[config.mk]
export PLATFORM = sky130hd
export DESIGN_NAME = gpio_edge_ctrl
export DESIGN_NICKNAME = d
export VERILOG_FILES = /design/src/rtl/gpio_edge_pkg.sv /design/src/rtl/gpio_in_sync.sv /design/src/rtl/gpio_edge_detect.sv /design/src/rtl/gpio_flag_bank.sv /design/src/rtl/gpio_edge_ctrl.sv
export SDC_FILE = /design/constraint.sdc
export NUM_CORES = 1
export LEC_CHECK = 0
export BUFFER_PORTS_ARGS = -buffer_cell sky130_fd_sc_hd__buf_2
export CORE_ASPECT_RATIO = 0.9
export CORE_MARGIN = 10
export CORE_UTILIZATION = 50
export DETAILED_ROUTE_END_ITERATION = 8
export PLACE_DENSITY_LB_ADDON = 0.15
export SLEW_MARGIN = 10
export SYNTH_ARGS = -nofsm -noshare
export SYNTH_HDL_FRONTEND = slang
export SYNTH_SLANG_ARGS = --single-unit
[constraint.sdc]
create_clock -name clk -period 4.4 [get_ports clk]
set_clock_uncertainty 0.2 [all_clocks]
set_input_delay 0.66 -clock clk [delete_from_list [all_inputs] [get_ports clk]]
set_output_delay 0.66 -clock clk [all_outputs]
set_load 0.05 [all_outputs]
[src/rtl/gpio_edge_pkg.sv]
package gpio_edge_pkg;
  localparam int WORD_W = 32;
  localparam int VEC_W  = 64;

  typedef enum logic [1:0] {
    DSEL_DIR   = 2'd0,
    DSEL_NONE  = 2'd1,
    DSEL_LEVEL = 2'd2,
    DSEL_DRIVE = 2'd3
  } data_sel_e;

  typedef enum logic [1:0] {
    ISEL_EN   = 2'd0,
    ISEL_POL  = 2'd1,
    ISEL_FLAG = 2'd2,
    ISEL_WAKE = 2'd3
  } irq_sel_e;

  // configuration register slots
  localparam int CFG_DIR   = 0;
  localparam int CFG_DRIVE = 1;
  localparam int CFG_EN    = 2;
  localparam int CFG_POL   = 3;
  localparam int CFG_WAKE  = 4;
  localparam int CFG_N     = 5;

  function automatic logic [WORD_W-1:0] lane_get(logic [VEC_W-1:0] v, logic hi);
    return hi ? v[VEC_W-1:WORD_W] : v[WORD_W-1:0];
  endfunction

  function automatic logic [VEC_W-1:0] lane_put(logic [VEC_W-1:0] v,
                                                logic [WORD_W-1:0] w, logic hi);
    logic [VEC_W-1:0] r;
    r = v;
    if (hi) r[VEC_W-1:WORD_W] = w;
    else    r[WORD_W-1:0]     = w;
    return r;
  endfunction

  function automatic logic [VEC_W-1:0] lane_spread(logic [WORD_W-1:0] w, logic hi);
    return hi ? {w, {WORD_W{1'b0}}} : {{WORD_W{1'b0}}, w};
  endfunction
endpackage

[src/rtl/gpio_in_sync.sv]
module gpio_in_sync #(
  parameter int W      = 36,
  parameter int STAGES = 2
) (
  input  logic         clk,
  input  logic         rst_n,
  input  logic [W-1:0] d_async,
  output logic [W-1:0] q_sync
);
  logic [W-1:0] stg [STAGES];

  genvar s;
  generate
    for (s = 0; s < STAGES; s++) begin : g_stage
      always_ff @(posedge clk or negedge rst_n) begin
        if (!rst_n) stg[s] <= '0;
        else if (s == 0) stg[s] <= d_async;
        else stg[s] <= stg[(s == 0) ? 0 : s-1];
      end
    end
  endgenerate

  assign q_sync = stg[STAGES-1];
endmodule

[src/rtl/gpio_edge_detect.sv]
module gpio_edge_detect #(
  parameter int W = 36
) (
  input  logic         clk,
  input  logic         rst_n,
  input  logic [W-1:0] level,
  input  logic [W-1:0] pol,
  output logic [W-1:0] evt
);
  logic [W-1:0] prev_q;

  always_ff @(posedge clk or negedge rst_n) begin
    if (!rst_n) prev_q <= '0;
    else        prev_q <= level;
  end

  genvar i;
  generate
    for (i = 0; i < W; i++) begin : g_pin
      assign evt[i] = pol[i] ? (prev_q[i] & ~level[i]) : (level[i] & ~prev_q[i]);
    end
  endgenerate
endmodule

[src/rtl/gpio_flag_bank.sv]
module gpio_flag_bank #(
  parameter int W = 36
) (
  input  logic         clk,
  input  logic         rst_n,
  input  logic [W-1:0] set_vec,
  input  logic [W-1:0] clr_vec,
  output logic [W-1:0] flag_q
);
  // a set in the same cycle as a clear wins
  always_ff @(posedge clk or negedge rst_n) begin
    if (!rst_n) flag_q <= '0;
    else        flag_q <= (flag_q & ~clr_vec) | set_vec;
  end
endmodule

[src/rtl/gpio_edge_ctrl.sv]
module gpio_edge_ctrl
  import gpio_edge_pkg::*;
#(
  parameter int NUM_PINS = 36
) (
  input  logic                clk,
  input  logic                rst_n,
  input  logic                reg_we,
  input  logic                reg_win,
  input  logic [2:0]          reg_addr,
  input  logic [WORD_W-1:0]   reg_wdata,
  output logic [WORD_W-1:0]   reg_rdata,
  input  logic [NUM_PINS-1:0] pad_in,
  output logic [NUM_PINS-1:0] pad_out,
  output logic [NUM_PINS-1:0] pad_oe,
  output logic                irq_out,
  output logic                wake_out
);
  logic [1:0]          sel;
  logic                hi;
  logic [CFG_N-1:0]    cfg_we;
  logic [NUM_PINS-1:0] cfg_q [CFG_N];
  logic [NUM_PINS-1:0] level_sync;
  logic [NUM_PINS-1:0] evt_vec;
  logic [NUM_PINS-1:0] clr_vec;
  logic [NUM_PINS-1:0] flag_q;
  logic [VEC_W-1:0]    rd_vec;

  assign sel = reg_addr[2:1];
  assign hi  = reg_addr[0];

  always_comb begin
    cfg_we = '0;
    if (reg_we && !reg_win) begin
      cfg_we[CFG_DIR]   = (sel == DSEL_DIR);
      cfg_we[CFG_DRIVE] = (sel == DSEL_DRIVE);
    end
    if (reg_we && reg_win) begin
      cfg_we[CFG_EN]   = (sel == ISEL_EN);
      cfg_we[CFG_POL]  = (sel == ISEL_POL);
      cfg_we[CFG_WAKE] = (sel == ISEL_WAKE);
    end
  end

  genvar c;
  generate
    for (c = 0; c < CFG_N; c++) begin : g_cfg
      always_ff @(posedge clk or negedge rst_n) begin
        if (!rst_n) cfg_q[c] <= '0;
        else if (cfg_we[c])
          cfg_q[c] <= NUM_PINS'(lane_put(64'(cfg_q[c]), reg_wdata, hi));
      end
    end
  endgenerate

  gpio_in_sync #(.W(NUM_PINS), .STAGES(2)) u_sync (
    .clk(clk), .rst_n(rst_n), .d_async(pad_in), .q_sync(level_sync)
  );

  gpio_edge_detect #(.W(NUM_PINS)) u_edge (
    .clk(clk), .rst_n(rst_n), .level(level_sync), .pol(cfg_q[CFG_POL]), .evt(evt_vec)
  );

  assign clr_vec = (reg_we && reg_win && sel == ISEL_FLAG)
                 ? NUM_PINS'(lane_spread(reg_wdata, hi)) : '0;

  gpio_flag_bank #(.W(NUM_PINS)) u_flags (
    .clk(clk), .rst_n(rst_n), .set_vec(evt_vec), .clr_vec(clr_vec), .flag_q(flag_q)
  );

  always_comb begin
    rd_vec = '0;
    if (!reg_win) begin
      case (sel)
        DSEL_DIR:   rd_vec = 64'(cfg_q[CFG_DIR]);
        DSEL_LEVEL: rd_vec = 64'(level_sync);
        DSEL_DRIVE: rd_vec = 64'(cfg_q[CFG_DRIVE]);
        default:    rd_vec = '0;
      endcase
    end else begin
      case (sel)
        ISEL_EN:   rd_vec = 64'(cfg_q[CFG_EN]);
        ISEL_POL:  rd_vec = 64'(cfg_q[CFG_POL]);
        ISEL_FLAG: rd_vec = 64'(flag_q);
        default:   rd_vec = 64'(cfg_q[CFG_WAKE]);
      endcase
    end
  end

  assign reg_rdata = lane_get(rd_vec, hi);
  assign pad_oe    = cfg_q[CFG_DIR];
  assign pad_out   = cfg_q[CFG_DRIVE];
  assign irq_out   = |(flag_q & cfg_q[CFG_EN]);
  assign wake_out  = |(flag_q & cfg_q[CFG_WAKE]);
endmodule

==> out/results.ini, run 1 <==
[timing]
setup_repair_after_global_routing_missed_its_margin = no
totalNegativeSetupSlack_ns = 0
min_hold_slack_ns = 0.0518
max_slew.worst_pin.slew_ns = 0.973
max_freq_mhz = 283
slew_violations = 0
post_layout_minimum_cycle_time_ns = 3.53
timing.final.hold_violations = 0
slew_headroom = 0.351
timing.final.setup_violations = 0
period_utilization_post_route = 0.802

[clocking]
clock_sinks = 324
worst_setup_hold_path_clk_slew_ns = 0.06
cts-buffers-inserted = 36
cts_buffer_depth = 3
worstSkewPairLatency_ns = 0.51
cts_repair_resize_count = 0
post_cts_buffers = 0
cts_tree = built
cts_htree_levels = 2
cts_hold_buffers = 0
root_buffer = clkbuf_16

[yosys]
synth_top_cell_area_share = 0.572
yosys-top-cells-area = dfrtp_1 (57%), mux2_2 (8.4%), mux4_2 (5.1%)
synth_cell_type_count = 43
syn-num-nets = 1285
synth.ff_latch_count = 324
yosysWarnings = 0
synth_commonest_cells = dfrtp_1 (324), nand2_1 (178), o21ai_0 (110)
post-synth-top-count-cell = dfrtp_1
synth_area_leader_cell = dfrtp_1
postSynthCellCount = 1210
mappedNetlistArea_mm2 = 0.0142
asyncSetResetFlopFracSynth = 1.00
number_of_synthesized_flops_with_an_enable_pin = 0
synth.yosys.seq_area_share = 0.572
synthFlopType = dfrtp_1
syn_area_per_cell_um2 = 11.7

[min_path]
hold_path_depth = 1
hold_path.class = input port to flop

[setup_path]
critical_path.cell_chain = buf_4 > buf_4 > nand2b_1 > nor2_1 > o32a_1 > o21ai_0 > buf_2
crit_path_start_kind = input port
worst_ep_arrival_time_ns = 2.67
cp_slowest_cell = buf_4
critical_path.max_fanout = 46
reg2regPathDepth = 2
critPathMostFrequentCell = buf_4
critical_path_required_ns = 3.54
cpPeakStageDelay_ns = 0.66
critPathKind = input port to output pin
end_kind = output pin

[grt]
grt_pass1_vias = 10100
first_pass_grt_wire_length_mm = 60.3
global_route.usage.total = 0.216
sum_of_overflow_across_all_layers_after_global_routing = 0
pin_count_of_the_biggest_net_entering_global_routing = 121
grt_antenna_before_repair = 0

[place]
gp_congestion = 0.851
number_of_placed_instances_taps_included = 1636
placedInstanceArea_mm2 = 0.0149
portBuffers = 180
dp_hpwl_mm = 26.7

[final_layout]
syn2layout_area_growth_pct = 13.3
final_cell_count_no_fill = 1698
post-route-cell-area_mm2 = 0.0161
fin_util = 0.575
finish.net_count = 1389
layout-drive-gt1-share = 0.298

[die]
ioPinCount = 181
initial_core_util = 0.508
floorplan.rows = 58
fp.dieArea_mm2 = 0.0355
fp.dieH_um = 180
die_w_um = 198
design.core.area_mm2 = 0.0279

[power]
p_int_uw = 5780
comb_power_share = 0.213
power.leakage_uw = 0.00721
clkPwrFrac = 0.340
power_switching_uw = 2760
share_seq_of_total_power = 0.447
switching_share = 0.323
vdd.ir_drop.worst_mv = 0.474
power_density_cells_mw_per_mm2 = 532

[drt]
route.detailed.vias_per_inst = 5.75
post-route-drc-count = 0
finalWirelength_mm = 38.4
drt.antenna.violating_nets = 0
drtIter0Drc = 672
route.vias.total = 9763
drt_pre_antenna_iters = 4
wl_per_cell_um = 22.6

[status]
run_status = complete, no violations

[run]
max_cap_violations = 0

-- stage by stage --
stage                     total power, uW  setup WS [ns]
final                                8550          0.869
after global routing                 8930          0.689
after CTS                            8630          0.843
after detailed placement             5710          0.853
after global placement               5670          0.867
after floorplan                      5290          0.986
-- logic make-up after synthesis --
kind of cell | after synthesis | share of synthesized area
flip-flops | 324 | 0.572
AO/OA/AOI/OAI | 255 | 0.115
AND/OR/NAND/NOR | 312 | 0.0971
buffers and inverters | 167 | 0.0709
multiplexers | 152 | 0.146
-- state kept, by name, summed over array words and instances (netlist names) --
signal          count
u_flags.flag_q     36
u_edge.prev_q      36
pad_out            36
u_sync.stg         36
u_sync.q_sync      36
cfg_q             108
pad_oe             36
-- power groups by stage --
stage,clock [uW],combinational (uW),sequential [uW]
4_1_cts,2960,1850,3820
5_1_grt,3080,1970,3880
6_report,2900,1820,3820
2_1_floorplan,0,1590,3700
3_3_place_gp,0,1820,3850
3_5_place_dp,0,1840,3870
-- critical path: cells and delay by family --
| family | cells | cell delay [ns] |
|---|---|---|
| buf+inv | 3 | 1.28 |
| compound gates | 2 | 0.41 |
| simple gates | 2 | 0.26 |
-- layout make-up --
| type | count | area [um2] |
|---|---|---|
| Multi-Input combinational cell | 719 | 5080 |
| Timing Repair Buffer | 199 | 1160 |
| Tap cell | 360 | 450 |
| Clock buffer | 54 | 1080 |
| Fill cell | 2328 | 11900 |
| Antenna cell | 1 | 2.50 |
| Inverter | 34 | 128 |
| Sequential cell | 324 | 8110 |
| Clock inverter | 7 | 60.1 |
-- cells in the final DEF (no fill, tap or decap), types with 4 or more instances in the layout --
master / instances
dfrtp_1: 324
buf_12: 8
nor3_1: 30
nand4_1: 8
o32a_1: 4
nand2_1: 177
o22ai_1: 4
a211oi_1: 4
mux2i_1: 8
clkbuf_8: 9
nand3_1: 6
o21ai_1: 28
a22oi_1: 32
inv_1: 34
o211ai_1: 33
a221oi_1: 30
o21ai_0: 110
nor2b_1: 34
mux4_2: 32
clkinv_2: 6
clkbuf_16: 37
buf_2: 177
buf_4: 13
mux2_1: 5
mux2_2: 106
nor2_1: 40
clkbuf_1: 8
o2111ai_1: 4
-- worst paths after layout --
kind | end | slack (ns) | start
worst max-delay path | reg_rdata[2] | 0.87 | reg_addr[1]
min in group asynchronous | u_sync.q_sync[5] | 0.06 | rst_n
max in group asynchronous | pad_out[14] | 3.02 | rst_n
worst min-delay path | u_sync.stg[54] | 0.05 | pad_in[18]
worst max register to register | u_flags.flag_q[35] | 3.24 | u_sync.q_sync[35]
worst min register to register | u_sync.q_sync[19] | 0.14 | u_sync.stg[55]
-- per-layer routing --
layer / wire length [um] / track usage
met5: 0 / 0
met4: 608 / 0.0476
met3: 2200 / 0.0416
met2: 18600 / 0.350
met1: 16900 / 0.294
No activity file was read; power rests on OpenSTA's default activity.
==> run 2: changes to the inputs <==
==> constraint.sdc (replaced) <==
create_clock -name clk -period 3.6 [get_ports clk]
set_clock_uncertainty 0.2 [all_clocks]
set_input_delay 0.54 -clock clk [delete_from_list [all_inputs] [get_ports clk]]
set_output_delay 0.54 -clock clk [all_outputs]
set_load 0.05 [all_outputs]
==> run 2 against run 1 <==
Cell area rose by 2.8%. Sequential power rose by 22%. Non-clock buffer count rose by 50. Core utilization rose by 1.6 points. Wire length rose by 0.65%. Clock power rose by 21%. Sequential share of layout area fell by 1.4 points. Worst hold slack improved by 0.021 ns. Flip-flop and latch count did not move. Power rose by 22%. Largest cell class unchanged.
==> out/results.ini, run 2 (same netlist as run 1, synthesis figures left out) <==
[clocking]
cts_htree_levels = 2  ; unchanged
worstSkewPairLatency_ns = 0.52  ; about the same
cts_tree = built
root_buffer = clkbuf_16
cts_buffer_depth = 3  ; unchanged
worst_setup_hold_path_clk_slew_ns = 0.05  ; about the same
cts-buffers-inserted = 35  ; -2.8%
clock_sinks = 324  ; unchanged

[drt]
post-route-drc-count = 0  ; unchanged
met1Wirelength_mm = 17.3  ; +1.9%
met3RoutedLength_mm = 2.45  ; +12%
drtIter0Drc = 629  ; -6.4%
wl_per_cell_um = 22.1  ; -2.2%
drt.antenna.violating_nets = 0  ; unchanged
route.vias.total = 9919  ; +1.6%
route.detailed.vias_per_inst = 5.68  ; -1.3%
finalWirelength_mm = 38.6  ; +0.65%
drt_pre_antenna_iters = 5  ; +1
met2WireLength_mm = 18.1  ; -2.7%
dr.max_layer_used = met4

[grt]
grt_antenna_before_repair = 0  ; unchanged
first_pass_grt_wire_length_mm = 61.4  ; +1.8%
global_route.usage.total = 0.220  ; +0.00432
grt_pass1_vias = 10300  ; +1.9%
sum_of_overflow_across_all_layers_after_global_routing = 0  ; unchanged
pin_count_of_the_biggest_net_entering_global_routing = 88  ; -27%

[timing]
slew_violations = 0  ; unchanged
slew_headroom = 0.453  ; +0.101
max_slew.worst_pin.slew_ns = 0.821  ; -0.152 ns
post_layout_minimum_cycle_time_ns = 3.31
totalNegativeSetupSlack_ns = 0  ; unchanged
period_utilization_post_route = 0.919
max_freq_mhz = 302
timing.final.setup_violations = 0  ; unchanged
setup_repair_after_global_routing_missed_its_margin = no
timing.final.hold_violations = 0  ; unchanged

[final_layout]
finish.net_count = 1438  ; +3.5%
largest_register_ffs = 108  ; unchanged
diodes_inserted = 0  ; -1
most-common-layout-cells = dfrtp_1 (324), nand2_1 (177), buf_2 (177)
layout_commonest_cell = dfrtp_1
layout-drive-gt1-share = 0.296  ; -0.00283
syn2layout_area_growth_pct = 16.5
post-route-cell-area_mm2 = 0.0165  ; +2.8%
largest_register = cfg_q

[place]
portBuffers = 180  ; unchanged
dp_hpwl_mm = 27.0  ; +1.1%
placedInstanceArea_mm2 = 0.0150  ; +0.74%
gp_congestion = 0.844  ; -0.82%

[min_path]
timing.hold.worst.start = reg_wdata[9]
hold_path_depth = 2  ; +1
timing.hold.worst_endpoint = pad_out[9]
hold_path.class = input port to flop

[die]
ioPinCount = 181  ; unchanged
design.core.area_mm2 = 0.0279  ; unchanged
initial_core_util = 0.508  ; unchanged
die_w_um = 198  ; unchanged
floorplan.rows = 58  ; unchanged
fp.dieH_um = 180  ; unchanged
fp.dieArea_mm2 = 0.0355  ; unchanged

[setup_path]
regToRegStartpoint = u_sync.q_sync[35]
critPathKind = input port to output pin
cpPeakStageDelay_ns = 0.62  ; -0.04 ns
critical_path_required_ns = 2.86  ; -0.68 ns
end_kind = output pin
worst_ep_arrival_time_ns = 2.57  ; -0.10 ns
reg2regPathDepth = 2  ; unchanged
critical_path.max_fanout = 43  ; -6.5%
worst-r2r-setup-slack_ns = 2.44  ; -0.80 ns
ff_to_ff_end = u_flags.flag_q[35]
path_delay_family = buffers and inverters
critPathBufInv = 2  ; -1
cp_slowest_cell = buf_4
critical_path.cell_chain = buf_4 > mux4_2 > o2111ai_1 > o21ai_0 > buf_2
crit_path_start_kind = input port

[power]
power.leakage_uw = 0.00742  ; +2.8%
clkPwrFrac = 0.335  ; -0.005
vdd.ir_drop.worst_mv = 0.395  ; -17%
p_int_uw = 7040  ; +22%
share_seq_of_total_power = 0.448  ; about the same
power_switching_uw = 3410  ; +23%
power_density_cells_mw_per_mm2 = 632  ; +19%
switching_share = 0.326  ; +0.00284
comb_power_share = 0.217  ; +0.004

[run]
max_cap_violations = 0  ; unchanged

[status]
run_status = complete, no violations

run 2: power by group through the flow:
| stage | clock (uW) | sequential [uW] | combinational [uW] |
|---|---|---|---|
| 2_1_floorplan | 0 | 4520 | 1940 |
| 3_3_place_gp | 0 | 4720 | 2220 |
| 3_5_place_dp | 0 | 4730 | 2260 |
| 4_1_cts | 3570 | 4670 | 2300 |
| 5_1_grt | 3740 | 4750 | 2460 |
| 6_report | 3500 | 4670 | 2270 |
run 2: cell type report:
type                    instances  area [um2]
multi-input cells             719        5080
well taps                     360         450
fillers                      2323       11400
clock inverters                10         111
flip-flops and latches        324        8110
repair buffers                249        1640
clock buffers                  51         996
inverters                      34         128
run 2: per-stage QoR:
step	hold slack [ns]	worst slack [ns]	instances	util	power, uW
finish	0.0730	0.290	1747	0.591	10400
global route	0.0759	0.192	1747	0.591	10900
CTS	0.0646	0.323	1747	0.591	10500
detailed placement	0.135	0.329	1649	0.538	6990
global placement	0.131	0.356	1649	0.538	6940
floorplan	0.0444	0.426	1210	-	6460
run 2: worst max-delay path by stage:
stage,startpoint,end,slack [ns],cells after the start
floorplan,reg_addr[1],reg_rdata[0],0.43,6
finish,reg_addr[1],reg_rdata[2],0.29,5
global placement,reg_addr[1],reg_rdata[25],0.36,6
CTS,reg_addr[1],reg_rdata[24],0.32,6
detailed placement,reg_addr[1],reg_rdata[24],0.33,6
global route,reg_addr[1],reg_rdata[2],0.19,5
run 2: metal layers:
layer	GRT usage	vias up
met4	0.0581	0
met1	0.305	5036
met5	0	-
met2	0.344	272
met3	0.0467	54
li1	-	4557
run 2: what timing repair did:
item	CTS	global route
hold buffers	37	0
resized for setup	0	0
endpoints found under the setup margin	0	0
buffers inserted	0	0
hold endpoints to repair	117	0
==> run 3: changes to the inputs <==
==> constraint.sdc (replaced) <==
create_clock -name clk -period 3.6 [get_ports clk]
set_clock_uncertainty 0.2 [all_clocks]
set_input_delay 0.54 -clock clk [delete_from_list [all_inputs] [get_ports clk]]
set_output_delay 0.54 -clock clk [all_outputs]
set_load 0.01 [all_outputs]
==> run 3 against run 2 <==
Flip-flop and latch count unchanged. First-iteration DRC count increased by 6.4%. Via count grew 0.72%. Sequential share of layout area decreased by 0.15 points. Non-clock buffer count fell by 2. Global-route usage is 0.21 points higher. Worst hold slack better by 0.014 ns. Critical path depth up 2. Sequential power is essentially flat. Die area unchanged. Combinational power decreased by 29%. Worst setup slack improved by 0.20 ns. Critical endpoint unchanged. Largest cell class unchanged.
==> out/results.ini, run 3 (same netlist as run 1, synthesis figures left out) <==
[timing]
setup_repair_after_global_routing_missed_its_margin = no
timing.final.hold_violations = 0  ; unchanged
slew_violations = 0  ; unchanged
post_layout_minimum_cycle_time_ns = 3.11  ; -0.200 ns
period_utilization_post_route = 0.864  ; -0.0556
max_freq_mhz = 322  ; +6.4%
max_slew.worst_pin.slew_ns = 0.742  ; -0.0783 ns
totalNegativeSetupSlack_ns = 0  ; unchanged
timing.final.setup_violations = 0  ; unchanged
slew_headroom = 0.505  ; +0.0522

[drt]
post-route-drc-count = 0  ; unchanged
drtIter0Drc = 669  ; +6.4%
route.vias.total = 9990  ; +0.72%
finalWirelength_mm = 39.5  ; +2.3%
drt.antenna.violating_nets = 0  ; unchanged
route.detailed.vias_per_inst = 5.71  ; +0.60%
wl_per_cell_um = 22.6  ; +2.2%
drt_pre_antenna_iters = 5  ; unchanged

[die]
design.core.area_mm2 = 0.0279  ; unchanged
die_w_um = 198  ; unchanged
fp.dieH_um = 180  ; unchanged
ioPinCount = 181  ; unchanged
initial_core_util = 0.508  ; unchanged
fp.dieArea_mm2 = 0.0355  ; unchanged
floorplan.rows = 58  ; unchanged

[final_layout]
final_cell_count_no_fill = 1749  ; +0.11%
post-route-cell-area_mm2 = 0.0166  ; +0.31%
finish.net_count = 1436  ; -0.14%
largest_register = cfg_q
most-common-layout-cells = dfrtp_1 (324), nand2_1 (177), buf_2 (177)
layout_commonest_cell = dfrtp_1
regArea_mm2 = 0.00811  ; unchanged
syn2layout_area_growth_pct = 16.8
largest_register_ffs = 108  ; unchanged
final.fill_count = 2302  ; -0.90%
layout-drive-gt1-share = 0.296  ; +0.000721
multiInputGateArea_mm2 = 0.00508  ; unchanged

[grt]
grt_pass1_vias = 10400  ; +0.65%
sum_of_overflow_across_all_layers_after_global_routing = 0  ; unchanged
first_pass_grt_wire_length_mm = 61.9  ; +0.95%
global_route.usage.total = 0.222  ; +0.00212
pin_count_of_the_biggest_net_entering_global_routing = 91  ; +3.4%
grt_antenna_before_repair = 2  ; +2

[clocking]
cts_buffer_depth = 3  ; unchanged
cts_repair_resize_count = 0  ; unchanged
cts-buffers-inserted = 35  ; unchanged
cts_tree = built
root_buffer = clkbuf_16
worst_setup_hold_path_clk_slew_ns = 0.06  ; about the same
clock_sinks = 324  ; unchanged
worstSkewPairLatency_ns = 0.51  ; about the same
cts_htree_levels = 2  ; unchanged

[place]
dp_hpwl_mm = 27.4  ; +1.7%
portBuffers = 180  ; unchanged
placedInstanceArea_mm2 = 0.0150  ; about the same
number_of_placed_instances_taps_included = 1647  ; -0.12%
gp_congestion = 0.846  ; +0.18%

[setup_path]
critPathKind = input port to output pin
critical_path_required_ns = 2.86  ; about the same
regToRegStartpoint = cfg_q[71]
timing_startpoint_of_the_critical_path = reg_addr[1]
ff_to_ff_end = u_flags.flag_q[35]
worst_ep_arrival_time_ns = 2.37  ; -0.20 ns
crit_path_start_kind = input port
end_kind = output pin
critical_path.max_fanout = 34  ; -21%
worst-r2r-setup-slack_ns = 2.44  ; about the same
reg2regPathDepth = 2  ; unchanged

[power]
vdd.ir_drop.worst_mv = 0.421  ; +6.6%
power.leakage_uw = 0.00743  ; +0.11%
power_density_cells_mw_per_mm2 = 598  ; -5.5%

[min_path]
hold_path.class = input port to flop
timing.hold.worst_endpoint = pad_out[9]
timing.hold.worst.start = reg_wdata[9]
hold_path_depth = 2  ; unchanged

[status]
run_status = complete, no violations

[run]
max_cap_violations = 0  ; unchanged

==> run 3: cell count changes in the layout (fill, tap and decap cells not counted), sizes merged <==
cell	delta
clkinvlp	+2
inv	-3
clkinv	+1
buf	-2
diode	+2
clkbuf	+2
==> run 3: where the power goes <==
part	internal [uW]	total, uW	switching (uW)
logic	796	1610	814
registers	4170	4670	500
clock network	2180	3620	1450
total	7140	9900	2760
==> run 3: cell type report <==
type / count / share of cell area
flip-flops and latches: 324 / 0.489
multi-input cells: 719 / 0.307
repair buffers: 247 / 0.0980
clock buffers: 53 / 0.0637
well taps: 360 / 0.0272
inverters: 34 / 0.00770
clock inverters: 10 / 0.00680
diodes: 2 / 0.000302
==> run 3: routing by layer <==
| metal | vias to the layer above | track usage | share of wire |
|---|---|---|---|
| li1 | 4562 | - | - |
| met1 | 5053 | 0.306 | 0.44 |
| met2 | 317 | 0.353 | 0.47 |
| met3 | 58 | 0.0442 | 0.066 |
| met4 | 0 | 0.0565 | 0.021 |
| met5 | - | 0 | 0 |
==> run 3: critical path: stages <==
cell and delay (ns):
buf_4 0.50, buf_4 0.32, nand2b_1 0.24, nor2_1 0.06
o32a_1 0.29, o21ai_0 0.20, buf_2 0.17
==> run 3: worst max-delay path by stage <==
stage          slack, ns            end  cells after the start
6_report            0.49   reg_rdata[2]                      7
5_1_grt             0.36   reg_rdata[2]                      7
4_1_cts             0.48   reg_rdata[2]                      7
3_5_place_dp        0.47   reg_rdata[2]                      7
3_3_place_gp        0.48   reg_rdata[2]                      7
2_1_floorplan       1.20  reg_rdata[30]                      5
==> run 3: stage by stage <==
stage | power [uW] | utilization | hold slack [ns] | worst slack (ns)
after floorplan | 5780 | - | 0.0444 | 1.20
after global placement | 6270 | 0.538 | 0.132 | 0.477
after detailed placement | 6320 | 0.538 | 0.135 | 0.473
after CTS | 10000 | 0.593 | 0.0684 | 0.477
after global routing | 10400 | 0.593 | 0.0796 | 0.359
final | 9900 | 0.593 | 0.0875 | 0.490
==> run 3: timing repair <==
item / 4_1_cts / 5_1_grt
setup buffers: 0 / 0
hold endpoints to repair: 119 / 0
endpoints found under the setup margin: 0 / 0
hold buffers: 37 / 0
